## config.mk

```make
export PLATFORM = sky130hd
export DESIGN_NAME = cyc_ring_power
export DESIGN_NICKNAME = d
export VERILOG_FILES = /design/src/rtl/cyc_pow_pkg.sv /design/src/rtl/cyc_rot_term.sv /design/src/rtl/cyc_bit_ctr.sv /design/src/rtl/cyc_pow_fsm.sv /design/src/rtl/cyc_ring_power.sv
export SDC_FILE = /design/constraint.sdc
export NUM_CORES = 1
export LEC_CHECK = 0
export ABC_AREA = 1
export BUFFER_PORTS_ARGS = -buffer_cell sky130_fd_sc_hd__buf_4
export CORE_MARGIN = 4
export CORE_UTILIZATION = 45
export CTS_CLUSTER_DIAMETER = 150
export DETAILED_ROUTE_END_ITERATION = 10
export HOLD_SLACK_MARGIN = 0.02
export SYNTH_ARGS = -nofsm -noshare
export SYNTH_HDL_FRONTEND = slang
export SYNTH_SLANG_ARGS = --single-unit
```

## constraint.sdc

```tcl
create_clock -name clk -period 4 [get_ports clk]
set_input_delay 0.6 -clock clk [delete_from_list [all_inputs] [get_ports clk]]
set_output_delay 0.6 -clock clk [all_outputs]
set_load 0.005 [all_outputs]
```

## src/rtl/cyc_pow_pkg.sv

```systemverilog
package cyc_pow_pkg;
    typedef enum logic [1:0] {
        ST_IDLE = 2'd0,
        ST_MUL  = 2'd1,
        ST_FIN  = 2'd2
    } pow_state_e;
endpackage

```

## src/rtl/cyc_rot_term.sv

```systemverilog
// Partial product: the running value rotated left by the current bit index,
// gated by the generator bit at that index. Rotation is reduction mod x^N+1.
module cyc_rot_term #(
    parameter int N  = 9,
    parameter int IW = 4
) (
    input  logic [N-1:0]  value,
    input  logic [N-1:0]  gen_mask,
    input  logic [IW-1:0] idx,
    output logic [N-1:0]  term
);
    logic [N-1:0] rot [N];

    for (genvar r = 0; r < N; r++) begin : g_rot
        if (r == 0) begin : g_id
            assign rot[r] = value;
        end else begin : g_shift
            assign rot[r] = {value[N-1-r:0], value[N-1:N-r]};
        end
    end

    always_comb begin
        term = '0;
        for (int r = 0; r < N; r++) begin
            if ((idx == IW'(r)) && gen_mask[r]) begin
                term = rot[r];
            end
        end
    end
endmodule

```

## src/rtl/cyc_bit_ctr.sv

```systemverilog
// Walks the generator bit index 0..N-1 and flags the last bit.
module cyc_bit_ctr #(
    parameter int N  = 9,
    parameter int IW = 4
) (
    input  logic          clk,
    input  logic          rst_n,
    input  logic          clr,
    input  logic          en,
    output logic [IW-1:0] idx,
    output logic          last
);
    localparam logic [IW-1:0] LAST_IDX = IW'(N - 1);

    assign last = (idx == LAST_IDX);

    always_ff @(posedge clk or negedge rst_n) begin
        if (!rst_n) begin
            idx <= '0;
        end else if (clr) begin
            idx <= '0;
        end else if (en) begin
            idx <= last ? '0 : idx + 1'b1;
        end
    end

    // a full pass over the generator bits always restarts from bit 0
    p_idx_wrap_r6: assert property (@(posedge clk) disable iff (!rst_n)
        (en && last && !clr) |=> (idx == '0));
endmodule

```

## src/rtl/cyc_pow_fsm.sv

```systemverilog
// Sequencer: accepts start, counts applied factors, announces completion.
module cyc_pow_fsm
    import cyc_pow_pkg::*;
#(
    parameter int KW = 6
) (
    input  logic          clk,
    input  logic          rst_n,
    input  logic          start,
    input  logic [KW-1:0] exp_in,
    input  logic          last_bit,
    output logic          load,
    output logic          in_mul,
    output logic          factor_end,
    output logic          fin
);
    pow_state_e    st_q, st_d;
    logic [KW-1:0] k_q;
    logic [KW-1:0] step_q;
    logic          mul_end;

    assign mul_end = (st_q == ST_MUL) && last_bit &&
                     (({1'b0, step_q} + 1'b1) == {1'b0, k_q});

    // next-state logic
    always_comb begin
        st_d = st_q;
        unique case (st_q)
            ST_IDLE: if (start) st_d = (exp_in == '0) ? ST_FIN : ST_MUL;
            ST_MUL:  if (mul_end) st_d = ST_FIN;
            ST_FIN:  st_d = ST_IDLE;
            default: st_d = ST_IDLE;
        endcase
    end

    // state register with operand and factor counters
    always_ff @(posedge clk or negedge rst_n) begin
        if (!rst_n) begin
            st_q   <= ST_IDLE;
            k_q    <= '0;
            step_q <= '0;
        end else begin
            st_q <= st_d;
            if (load) begin
                k_q    <= exp_in;
                step_q <= '0;
            end else if (factor_end) begin
                step_q <= step_q + 1'b1;
            end
        end
    end

    // outputs
    always_comb begin
        load       = 1'b0;
        in_mul     = 1'b0;
        factor_end = 1'b0;
        fin        = 1'b0;
        unique case (st_q)
            ST_IDLE: load = start;
            ST_MUL: begin
                in_mul     = 1'b1;
                factor_end = last_bit;
            end
            ST_FIN:  fin = 1'b1;
            default: ;
        endcase
    end

    // a zero exponent never enters the multiply loop
    p_zero_skip_r2: assert property (@(posedge clk) disable iff (!rst_n)
        (st_q == ST_MUL) |-> (k_q != '0));
    // never applies more factors than requested
    p_step_bound_r6: assert property (@(posedge clk) disable iff (!rst_n)
        (st_q == ST_MUL) |-> (step_q < k_q));
    // the captured exponent is frozen while busy
    p_busy_ignore_r9: assert property (@(posedge clk) disable iff (!rst_n)
        (st_q != ST_IDLE) |=> $stable(k_q));
    // the finish state lasts one cycle
    p_fin_once_r7: assert property (@(posedge clk) disable iff (!rst_n)
        (st_q == ST_FIN) |=> (st_q == ST_IDLE));
endmodule

```

## src/rtl/cyc_ring_power.sv

```systemverilog
// g(x)^k mod (x^N + 1) over GF(2), one generator bit per clock.
module cyc_ring_power #(
    parameter int N  = 9,
    parameter int KW = 6
) (
    input  logic          clk,
    input  logic          rst_n,
    input  logic          start,
    input  logic [N-1:0]  gen_in,
    input  logic [KW-1:0] exp_in,
    output logic [N-1:0]  result,
    output logic          done
);
    localparam int           IW   = (N > 1) ? $clog2(N) : 1;
    localparam logic [N-1:0] UNIT = N'(1);

    logic          load, in_mul, factor_end, fin, last_bit;
    logic [IW-1:0] idx;
    logic [N-1:0]  gen_q, run_q, acc_q, term, acc_next;
    logic [N-1:0]  result_q;
    logic          done_q;

    cyc_pow_fsm #(.KW(KW)) u_fsm (
        .clk        (clk),
        .rst_n      (rst_n),
        .start      (start),
        .exp_in     (exp_in),
        .last_bit   (last_bit),
        .load       (load),
        .in_mul     (in_mul),
        .factor_end (factor_end),
        .fin        (fin)
    );

    cyc_bit_ctr #(.N(N), .IW(IW)) u_ctr (
        .clk   (clk),
        .rst_n (rst_n),
        .clr   (load),
        .en    (in_mul),
        .idx   (idx),
        .last  (last_bit)
    );

    cyc_rot_term #(.N(N), .IW(IW)) u_term (
        .value    (run_q),
        .gen_mask (gen_q),
        .idx      (idx),
        .term     (term)
    );

    assign acc_next = acc_q ^ term;

    always_ff @(posedge clk or negedge rst_n) begin
        if (!rst_n) begin
            gen_q <= '0;
            run_q <= '0;
            acc_q <= '0;
        end else if (load) begin
            gen_q <= gen_in;
            run_q <= UNIT;
            acc_q <= '0;
        end else if (in_mul) begin
            if (factor_end) begin
                run_q <= acc_next;
                acc_q <= '0;
            end else begin
                acc_q <= acc_next;
            end
        end
    end

    always_ff @(posedge clk or negedge rst_n) begin
        if (!rst_n) begin
            result_q <= '0;
            done_q   <= 1'b0;
        end else begin
            done_q <= fin;
            if (fin) result_q <= run_q;
        end
    end

    assign result = result_q;
    assign done   = done_q;

    // done is a single-cycle pulse
    p_done_pulse_r7: assert property (@(posedge clk) disable iff (!rst_n)
        done |=> !done);
    // the published result moves only together with done
    p_result_hold_r8: assert property (@(posedge clk) disable iff (!rst_n)
        !done |-> $stable(result));
    // the captured generator is frozen unless a start is accepted
    p_gen_frozen_r9: assert property (@(posedge clk) disable iff (!rst_n)
        !load |=> $stable(gen_q));
    // the accumulator is empty at the start of every factor
    p_acc_clear_r6: assert property (@(posedge clk) disable iff (!rst_n)
        (in_mul && factor_end) |=> (acc_q == '0));
endmodule

```

==> out/results.txt <==
Outcome: complete, no violations
R2r worst-path depth: 13
Worst slew margin: 0.364
Die height: 96.5 um
Asr flop ratio synth: 1.00
Post-Syn Area: 3530 um2
HP Class: input port to async pin
Post-route DRC: 0
Finished Layout Cells: 629
# Post-CTS Setup Buffers: 0
Gr ovfl total: 0
Fin util: 0.505
Number of vias in the routed layout: 3215
Top cell type's share of synthesized area: 0.390
TNS Setup: 0 ns
Share of cells above drive strength 1: 0.148
Main flop type after synthesis: dfrtp_1
Nets@finish: 549
Count of antenna-violating nets left after detailed routing: 0
Cell variety after synth: 31
Initial core utilization: 0.459
# clock sinks: 55
Minimum clock period: 2.52 ns
Worst EP required: 4.26 ns
Largest net degree at the start of global routing: 56
Seq pwr share: 0.565
TritonCTS buffer count: 5
Register area: 1380 um2
RSZ-0062 raised after global routing: no
Die Width: 96.5 um
Antenna violations before repair: 0
Net Switching: 0.000211 W
Sequential fraction of the synthesis area: 0.390
CP endpoint kind: register
Cell internal pwr: 0.000773 W
Worst slew pin tran: 0.950 ns
Worst VDD drop: 0.157 mV
Final Max Slew Viols: 0
Reg clk slew, reported paths: 0.11 ns
Core ar.: 7690 um2
Met3 WL: 341 um
H-tree levels: 2
Routed wl met2: 4550 um
Final Hold Vio Count: 0
Switching Share: 0.214
Setup Skew: 0.00959 ns
Synthesized area per cell: 6.98 um2
Post-route design area: 3880 um2
Reg2Reg Setup Slack: 1.48 ns
TritonRoute pass-1 iters: 4
Synthesized Nets: 528
Clock share of power: 0.410
Iter 0 DRT Violations: 192
Crit-path max cell delay: 0.48 ns
Reg-to-reg critical path startpoint: u_ctr.idx[3]
Syn Inst Count: 505
Final Wtd Congestion: 0.917
Pleak: 1.94 nW
Combinational Power Share: 0.025
List of most frequent post-synthesis cells: nand2_1 (169), nand3_1 (68), inv_1 (62), dfrtp_1 (55), o21ai_0 (27)
Slowest-stage cell, CP: nand3_1
Final setup vio count: 0
All-Layer GR Usage: 0.214
Post-route clock period utilization: 0.631
Multi-input logic area: 1780 um2
Vias in the first global route: 3157
DP Area: 3760 um2
Critical path arrival: 2.78 ns
# IOs: 28
Clock tree from TritonCTS: built
Critical Path, Cell by Cell: nor2_2 > nand3_1 > inv_2 > nand2_1 > nand3_1 > nand3_1 > nand2_1 > nand2_1 > nand2_1 > nand2_2 > nand3_1 > nand3_1 > nand2_1
Crit path max fanout: 11
Max Fclk: 396 MHz
Layout fillers: 789
Fin Hold WS: 0.324 ns
Die area: 9320 um2
Post-synth top area cell: dfrtp_1
Power Density: 253 nW/um2
Area contributors post-synth: dfrtp_1 (39%), nand2_1 (18%), nand3_1 (9.7%)
Worst flop-to-flop path endpoint: acc_q[2]
Setup crit start kind: register
PortBufs: 27
Post-synth EDFFs: 0
Root Buffer Master: clkbuf_8
Max_cap viols: 0
Max Used Layer: met4
Area Overhead vs Synth: 10.1%
Synth Warn #: 0
Ant. Diodes: 0
# rows: 32
Via density: 5.11
Routed len/inst: 14.5 um
Routed wire length: 9120 um
CTS Buffer Depth: 2
Post-CTS sizing: 0
First-pass GRT wire length: 15400 um
Top-count cell post-synth: nand2_1
Hold-fix buffers at CTS: 0
Clock Latency Late Sink: 0.32 ns
Met1 WL: 4110 um
Kind of critical path: register to register
Post-DP HPWL: 6440 um
Inst Count DP: 621
Synthesis-stage register bit count: 55
cell type report:
type                            instances  area share
Multi-Input combinational cell        366       0.459
Clock buffer                            6      0.0213
Timing Repair Buffer                   28      0.0542
Inverter                               70      0.0683
Tap cell                              102      0.0329
Clock inverter                          2     0.00999
Sequential cell                        55       0.355
power groups by stage:
stage	logic [W]	clock network [W]	registers, W
after CTS	0.0000260	0.000409	0.000556
after detailed placement	0.0000259	0	0.000567
after floorplan	0.00000118	0	0.000567
after global placement	0.0000256	0	0.000567
after global routing	0.0000288	0.000438	0.000556
final	0.0000248	0.000403	0.000556
cell usage in the layout (no fill, tap or decap), types with 2 or more instances in the layout:
| cell type | count |
|---|---|
| a21oi_1 | 11 |
| buf_4 | 28 |
| clkbuf_8 | 6 |
| clkinv_1 | 3 |
| dfrtp_1 | 55 |
| ha_1 | 5 |
| inv_1 | 62 |
| inv_2 | 4 |
| nand2_1 | 169 |
| nand2_2 | 26 |
| nand3_1 | 68 |
| nand3_2 | 2 |
| nand3_4 | 2 |
| nand4_1 | 3 |
| nor2_1 | 9 |
| nor2_2 | 4 |
| nor3_1 | 2 |
| o21ai_0 | 27 |
| o21ai_1 | 18 |
| o22ai_1 | 5 |
| xnor2_1 | 3 |
| xor2_1 | 6 |
through the flow:
stage | total power (W) | setup slack [ns]
after floorplan | 0.000568 | 2.23
after global placement | 0.000592 | 1.54
after detailed placement | 0.000592 | 1.54
after CTS | 0.000991 | 1.49
after global routing | 0.00102 | 1.20
final | 0.000984 | 1.48
sequential cells by signal, summed over array words and instances (netlist names), 2 cells and up:
signal and count:
u_ctr.idx 4, gen_q 9, u_fsm.st_q 2, run_q 9, u_fsm.k_q 6, u_fsm.step_q 6, result 9, acc_q 9
worst max-delay path, delay by kind of cell (launching register included):
| kind | cells | cell delay, ns |
|---|---|---|
| buffers and inverters | 1 | 0.29 |
| DFF | 1 | 0.46 |
| and+or+nand+nor | 12 | 1.70 |
metal layers:
metal  track usage  vias up
li1              -     1637
met1         0.282     1515
met2         0.366       55
met3        0.0318        8
met4        0.0596        0
met5             0        -
logic make-up after synthesis:
kind of cell | count (synthesis) | synth area share
flops | 55 | 0.390
xor+xnor | 9 | 0.0224
simple gates | 289 | 0.372
fa+ha+maj | 5 | 0.0177
buf+inv | 84 | 0.105
compound gates | 63 | 0.0933
worst max-delay path by stage:
| stage | end | start | slack [ns] | cells past startpoint |
|---|---|---|---|---|
| floorplan | run_q[0] | u_ctr.idx[1] | 2.23 | 16 |
| global placement | run_q[4] | u_ctr.idx[3] | 1.54 | 14 |
| detailed placement | acc_q[2] | u_ctr.idx[3] | 1.54 | 14 |
| CTS | acc_q[2] | u_ctr.idx[3] | 1.49 | 14 |
| global route | acc_q[3] | u_ctr.idx[3] | 1.20 | 13 |
| finish | acc_q[2] | u_ctr.idx[3] | 1.48 | 13 |
(Power assumes the default switching activity.)
